$ cat src/rtl/recsec_pkg.sv
package recsec_pkg;
  typedef enum logic {
    FB_MULTIPLY   = 1'b0,
    FB_ACCUMULATE = 1'b1
  } fb_path_e;
endpackage

$ cat src/rtl/rs_ff_stage.sv
// Registered feedforward product: b*x scaled back to Q1.(W-1), W+1 bits kept.
module rs_ff_stage #(
  parameter int W = 16
) (
  input  logic                clk,
  input  logic                rst,
  input  logic                en,
  input  logic                in_valid,
  input  logic signed [W-1:0] coef_b,
  input  logic signed [W-1:0] x,
  output logic signed [W:0]   bx_q,
  output logic                v_q
);
  localparam int P  = 2 * W;
  localparam int W1 = W + 1;

  logic signed [P-1:0] b_ext, x_ext, prod;
  logic signed [W:0]   bx_next;

  assign b_ext   = P'(coef_b);
  assign x_ext   = P'(x);
  assign prod    = b_ext * x_ext;
  assign bx_next = W1'(prod >>> (W - 1));

  always_ff @(posedge clk) begin
    if (rst) begin
      v_q  <= 1'b0;
      bx_q <= '0;
    end else if (en) begin
      v_q <= in_valid;
      if (in_valid) bx_q <= bx_next;
    end
  end


  ff_capture_chk: assert property (@(posedge clk) disable iff (rst)
    (en && in_valid) |=> v_q);
endmodule

$ cat src/rtl/rs_fb_term.sv
// Feedback term: either a*y scaled back to Q1.(W-1), or y itself for unity a.
module rs_fb_term
  import recsec_pkg::*;
#(
  parameter int W = 16
) (
  input  fb_path_e            path,
  input  logic signed [W-1:0] coef_a,
  input  logic signed [W-1:0] y,
  output logic signed [W:0]   fb
);
  localparam int P  = 2 * W;
  localparam int W1 = W + 1;

  logic signed [P-1:0] a_ext, y_ext, prod;
  logic signed [W:0]   scaled;

  assign a_ext  = P'(coef_a);
  assign y_ext  = P'(y);
  assign prod   = a_ext * y_ext;
  assign scaled = W1'(prod >>> (W - 1));

  always_comb begin
    case (path)
      FB_ACCUMULATE: fb = W1'(y);
      default:       fb = scaled;
    endcase
  end
endmodule

$ cat src/rtl/rs_fb_update.sv
// Single-cycle loop closure: add, saturate, store; also the result valid flag.
module rs_fb_update #(
  parameter int W = 16
) (
  input  logic                clk,
  input  logic                rst,
  input  logic                adv,
  input  logic                s1_v,
  input  logic signed [W:0]   fb,
  input  logic signed [W:0]   bx,
  output logic signed [W-1:0] y_q,
  output logic                out_valid
);
  localparam int S = W + 2;
  localparam logic signed [S-1:0] HI = {3'b000, {(W-1){1'b1}}};
  localparam logic signed [S-1:0] LO = {3'b111, {(W-1){1'b0}}};
  localparam logic signed [W-1:0] YMAX = {1'b0, {(W-1){1'b1}}};
  localparam logic signed [W-1:0] YMIN = {1'b1, {(W-1){1'b0}}};

  logic signed [S-1:0] sum;
  logic signed [W-1:0] y_next;
  logic                load;

  assign sum  = S'(fb) + S'(bx);
  assign load = adv && s1_v;

  always_comb begin
    if (sum > HI)      y_next = YMAX;
    else if (sum < LO) y_next = YMIN;
    else               y_next = sum[W-1:0];
  end

  always_ff @(posedge clk) begin
    if (rst) begin
      y_q       <= '0;
      out_valid <= 1'b0;
    end else if (adv) begin
      out_valid <= s1_v;
      if (s1_v) y_q <= y_next;
    end
  end


  state_hold_chk: assert property (@(posedge clk) disable iff (rst)
    !load |=> $stable(y_q));


  result_flag_chk: assert property (@(posedge clk) disable iff (rst)
    load |=> out_valid);
endmodule

$ cat src/rtl/recursive_section.sv
module recursive_section
  import recsec_pkg::*;
#(
  parameter int W = 16
) (
  input  logic                clk,
  input  logic                rst,
  input  logic                unity_a,
  input  logic signed [W-1:0] coef_a,
  input  logic signed [W-1:0] coef_b,
  input  logic                in_valid,
  output logic                in_ready,
  input  logic signed [W-1:0] in_sample,
  output logic                out_valid,
  input  logic                out_ready,
  output logic signed [W-1:0] out_sample
);
  logic              adv;
  logic              s1_v;
  logic signed [W:0] bx_q;
  logic signed [W:0] fb;
  fb_path_e          path;

  // Whole pipeline advances when the result slot is empty or being taken.
  assign adv      = !out_valid || out_ready;
  assign in_ready = adv;
  assign path     = unity_a ? FB_ACCUMULATE : FB_MULTIPLY;

  rs_ff_stage #(.W(W)) ff_i (
    .clk(clk), .rst(rst), .en(adv), .in_valid(in_valid),
    .coef_b(coef_b), .x(in_sample), .bx_q(bx_q), .v_q(s1_v)
  );

  rs_fb_term #(.W(W)) term_i (
    .path(path), .coef_a(coef_a), .y(out_sample), .fb(fb)
  );

  rs_fb_update #(.W(W)) upd_i (
    .clk(clk), .rst(rst), .adv(adv), .s1_v(s1_v),
    .fb(fb), .bx(bx_q), .y_q(out_sample), .out_valid(out_valid)
  );


  stall_hold_chk: assert property (@(posedge clk) disable iff (rst)
    (out_valid && !out_ready) |=> (out_valid && $stable(out_sample)));
endmodule

$ cat config.mk
export PLATFORM = sky130hd
export DESIGN_NAME = recursive_section
export DESIGN_NICKNAME = d
export VERILOG_FILES = /design/src/rtl/recsec_pkg.sv /design/src/rtl/rs_ff_stage.sv /design/src/rtl/rs_fb_term.sv /design/src/rtl/rs_fb_update.sv /design/src/rtl/recursive_section.sv
export SDC_FILE = /design/constraint.sdc
export NUM_CORES = 1
export LEC_CHECK = 0
export BUFFER_PORTS_ARGS = -buffer_cell sky130_fd_sc_hd__clkbuf_2
export CORE_ASPECT_RATIO = 0.7
export CORE_UTILIZATION = 45
export DETAILED_ROUTE_END_ITERATION = 8
export HOLD_SLACK_MARGIN = 0.02
export PLACE_DENSITY_LB_ADDON = 0.3
export SLEW_MARGIN = 20
export SYNTH_ARGS = -nofsm -noshare
export SYNTH_HDL_FRONTEND = slang
export SYNTH_SLANG_ARGS = --single-unit
$ cat constraint.sdc
create_clock -name clk -period 12.1 [get_ports clk]
set_clock_uncertainty 0.05 [all_clocks]
set_input_delay 0.605 -clock clk [delete_from_list [all_inputs] [get_ports clk]]
set_output_delay 0.605 -clock clk [all_outputs]
set_load 0.01 [all_outputs]
After elaboration in Yosys (flattened, before gate mapping). Cells that the tools add are included.

Memory bits (read-only): 0. Output and inout port bits: 18. Bits of input ports: 53. Logic and storage cells: 17. Memories: 0. Latch bits: 0. Flip-flop bits (word level): 35. Memory bits (writable): 0.

Shifts and indexed selects: 0. Magnitude comparators: 2. Reductions and logical operators: 4. $add $sub $neg: 1. Bitwise logic cells: 0. Divide/modulo/power cells: 0. Mux-type cells: 4. $mul: 2. Equality and inequality tests: 0.

Operators with widths (number): $mul A16 B16 Y32 (2); $mux W16 (2); $add A17 B17 Y18 (1); $gt A18 B16 Y1 const B (1); $lt A18 B16 Y1 const B (1); $mux W17 (1); $reduce_and A2 Y1 (2); $logic_not A1 Y1 (1); $logic_or A1 B1 Y1 (1); $mux W1 (1).

Logic depth before layout (Yosys ltp).
Depth after elaboration: 6. Mapped depth: 34. Mapped depth without buffers: 31.

By module. Synthesis repeated with hierarchy kept, for this count alone.

Cells, all modules: 2454. Area total of the unflattened synthesis: 21876.0 um^2.

Modules (own cells, without submodules): rs_fb_term (instances 1, area each 10223.6 um^2, cells each 1167); rs_ff_stage (instances 1, area each 10064.7 um^2, cells each 1093); rs_fb_update (instances 1, area each 1581.5 um^2, cells each 193); recursive_section (instances 1, area each 6.3 um^2, cells each 1).

Worst setup path after synthesis. No wires, ideal clock.

Path type: input port to flip-flop. Start point: input port coef_a[15]. End point: register upd_i.y_q[0]. Stages: 31. Setup time: 0.073 ns. Data arrival time: 7.982 ns. Setup slack: 3.995 ns. Data required time: 11.977 ns. Path through: clkbuf_1 > nand2_1 > inv_1 > fa_1 > inv_1 > fa_1 > inv_1 > fa_1 > fa_1 > fa_1 > inv_1 > fa_1 > inv_1 > ha_1 > a21o_1 > or2_2 > o22a_1 > o211ai_1 > a21oi_1 > o21a_1 > o31ai_1 > ha_1 > and3_1 > a31oi_1 > o21ai_0 > a31o_2 > or2_4 > a2111oi_4 > nor2_2 > buf_6 > o211ai_2.

Longest elaborated chain between the ends: 6.

RTL lines: start, declared (RTL line recursive_section.sv:9) `input logic signed [W-1:0] coef_a,`; $mul A16 B16 Y32 (*) (RTL line rs_fb_term.sv:20) `assign prod = a_ext * y_ext;`; $mux W17 (*) (RTL line rs_fb_term.sv:24) `case (path)`; $add A17 B17 Y18 (*) (RTL line rs_fb_update.sv:24) `assign sum = S'(fb) + S'(bx);`; $lt A18 B16 Y1 (RTL line rs_fb_update.sv:29) `else if (sum < LO) y_next = YMIN;`; $mux W16 (RTL line rs_fb_update.sv:29); $mux W16 (*) (RTL line rs_fb_update.sv:28) `if (sum > HI) y_next = YMAX;`; end signal, assigned (RTL line rs_fb_update.sv:39) `if (s1_v) y_q <= y_next;`; end, declared (RTL line rs_fb_update.sv:11) `output logic signed [W-1:0] y_q,`.

Every way passes the cells marked *; elsewhere a longest branch is shown, timed or not. A chain may end at the register's enable or synchronous reset.

Worst setup path in the final report.
Start point: register upd_i.y_q[1]. End point: register upd_i.y_q[12].

Longest elaborated chain between the ends: 6.

RTL lines (RTL line): $mul A16 B16 Y32 (rs_fb_term.sv:20); $mux W17 (*) (rs_fb_term.sv:24); $add A17 B17 Y18 (*) (rs_fb_update.sv:24); $lt A18 B16 Y1 (rs_fb_update.sv:29); $mux W16 (rs_fb_update.sv:29); $mux W16 (*) (rs_fb_update.sv:28).

Marked as above.

==> reports/summary.txt <==
Critical Path AT: 9.48 ns
Core Box Area: 0.0467 mm²
CP top delay family: adder cells
GP Congestion: 0.880
# hold bufs at CTS: 0
outcome: finished clean
post-DP HPWL: 42100 µm
fillers: 4529
CP bufs+invs: 4
top-count cell post-synth: inv_1
ANT nets after route: 0
wire length per cell: 16.5 µm
drt via density: 5.22
Hold Path Class: flip-flop to flip-flop
gr ovfl total: 0
first-pass GRT wire length: 86000 µm
top cells by area, synth: fa_1 49%, inv_1 10%, ha_1 10%
Seq/Total Area, Yosys: 3.27%
via count: 15.7k
Cells after Synth: 2403
ys flop type: dfxtp_1
Tmin final: 9.40 ns
setup-violating endpoint count in the final report: 0
Most Crowded Layer GR: met2
DR pass1 iterations: 6
H-tree levels: 2
initial antenna violation count: 0
Commonest cells post-synth: 598 x inv_1, 523 x fa_1, 332 x nand2_1
Crit path largest cell delay: 0.87 ns
Slew HR: 34.6%
drt total wl: 49800 µm
fmax: 106 MHz
Ports: 71
Post-synth EDFFs: 0
CP max stage cell: dfxtp_1
CTS Root Cell: clkbuf_16
largest net degree at the start of global routing: 35
met1 usage in global routing: 32.0%
Synth Cell Area: 0.0214 mm²
die height: 185 µm
Post-Syn Area per Cell: 8.92 µm²
GRT met3 Usage: 3.22%
post-cts resize count: 0
clock transition at the registers of the reported paths: 0.06 ns
Worst EP required: 12.18 ns
clock tree buffer depth: 2
Setup CP Type: flip-flop to flip-flop
number of global-route vias before repair: 16.8k
die area: 0.0485 mm²
initial core utilization: 45.8%
yosys warns: 0
RSZ-0062 raised after global routing: false
Sinks on Clock Net: 35
die width: 263 µm
crit path launch type: flip-flop
hold slack: 0.407 ns
Yosys top cell by area: fa_1
Async SR Flop Fraction: 0%
# diodes: 0
Crit Path Max Fanout: 20
layout cell share with drive strength beyond 1: 4.75%
nets@finish: 3151
worst skew pair latency: 0.29 ns
# DRC: 0
initial DRC count: 989
CTS tree: yes
Rows: 66
I/O Buffers: 70
GR Util met2: 36.0%
Slew Viols, Final: 0
Synth top area share: 48.9%
Layout area overhead: 4.81%
Post-CTS Setup Repair Bufs: 0
Final Cycle Share: 77.7%
endpoints failing hold: 0
Worst path most repeated cell: fa_1
worst-margin pin slew: 0.980 ns
Seq cells post-synth: 35
count of unique library cells instantiated by Yosys: 65
Inserted Clock Buffers: 5
syn nets: 3154
Max-Cap Viols: 0
Setup crit end kind: flip-flop
Setup TNS: 0 ns
Tot GR Track Use: 22.1%
[logic make-up (layout without fill, tap and decap cells)]
family                     count (synthesis)  in the layout  share of synthesized area (%)
AOI/OAI and AO/OA                        234            234                           7.48
xor gates and xnor gates                  45             45                           1.84
adders and majority gates                698            698                           59.1
buffers and inverters                    690            688                           12.2
DFF                                       35             35                           3.27
muxes                                      3              3                          0.152
and+or+nand+nor                          698            698                           16.0
[stage by stage]
step           std cells  setup slack (ns)  area [µm²]  utilization, %
2_1_floorplan       2403              4.00       21400               -
3_3_place_gp        3005              3.05       22300            47.6
3_5_place_dp        3005              2.76       22300            47.6
4_1_cts             3013              2.77       22500            48.1
5_1_grt             3013              2.19       22500            48.1
6_report            3013              2.70       22500            48.1
[state kept, by name (all words and copies together) (netlist names)]
signal and cells:
upd_i.out_valid 1, ff_i.v_q 1, upd_i.y_q 16, ff_i.bx_q 17
[cell usage in the layout (no fill, tap or decap), types with 4 or more instances in the layout]
| cell | n |
|---|---|
| a211oi_1 | 8 |
| a21o_1 | 18 |
| a21oi_1 | 48 |
| a31oi_1 | 11 |
| and2_1 | 221 |
| and3_1 | 9 |
| buf_4 | 12 |
| clkbuf_16 | 5 |
| clkbuf_2 | 70 |
| dfxtp_1 | 35 |
| fa_1 | 523 |
| ha_1 | 175 |
| inv_1 | 598 |
| nand2_1 | 332 |
| nand2b_1 | 20 |
| nand3_1 | 24 |
| nand3b_1 | 4 |
| nand4_1 | 7 |
| nor2_1 | 37 |
| nor3_1 | 9 |
| nor4_1 | 6 |
| o2111ai_1 | 5 |
| o211ai_1 | 20 |
| o211ai_2 | 10 |
| o21a_1 | 16 |
| o21ai_0 | 44 |
| o21ai_1 | 13 |
| o21bai_1 | 6 |
| o31ai_1 | 9 |
| or2_2 | 4 |
| or3_1 | 13 |
| xnor2_1 | 39 |
| xor2_1 | 6 |
[routing by layer]
layer	up-vias	wire, µm
met5	-	0
met4	0	735
met3	59	3190
met2	457	23100
met1	8027	22800
li1	7178	-
[final timing paths]
check                                  start       endpoint  slack, ns  depth (start not counted)
worst max register to register  upd_i.y_q[1]  upd_i.y_q[12]       2.70                         29
worst min register to register  ff_i.bx_q[3]   ff_i.bx_q[3]       0.41                          2
worst max-delay path            upd_i.y_q[1]  upd_i.y_q[12]       2.70                         29
worst min-delay path            ff_i.bx_q[3]   ff_i.bx_q[3]       0.41                          2
[final cells by class]
class / count / area [µm²] / area share, %
Clock inverter: 2 / 60.1 / 0.267
Clock buffer: 6 / 129 / 0.574
Sequential cell: 35 / 701 / 3.12
Multi-Input combinational cell: 1678 / 18100 / 80.7
Inverter: 598 / 2240 / 9.99
Timing Repair Buffer: 82 / 440 / 1.96
Tap cell: 612 / 766 / 3.41
[worst reg2reg max path, delay by kind of cell (launching register included)]
kind	cells	cell delay, ns
AND/OR/NAND/NOR	6	1.65
flip-flops	1	0.87
adder cells (fa/ha/maj)	8	3.69
AO/OA/AOI/OAI	11	2.51
buffers and inverters	4	0.47
Power is not shown: default switching activity piles up to over one toggle a cycle in this logic, so the estimate is an artifact.
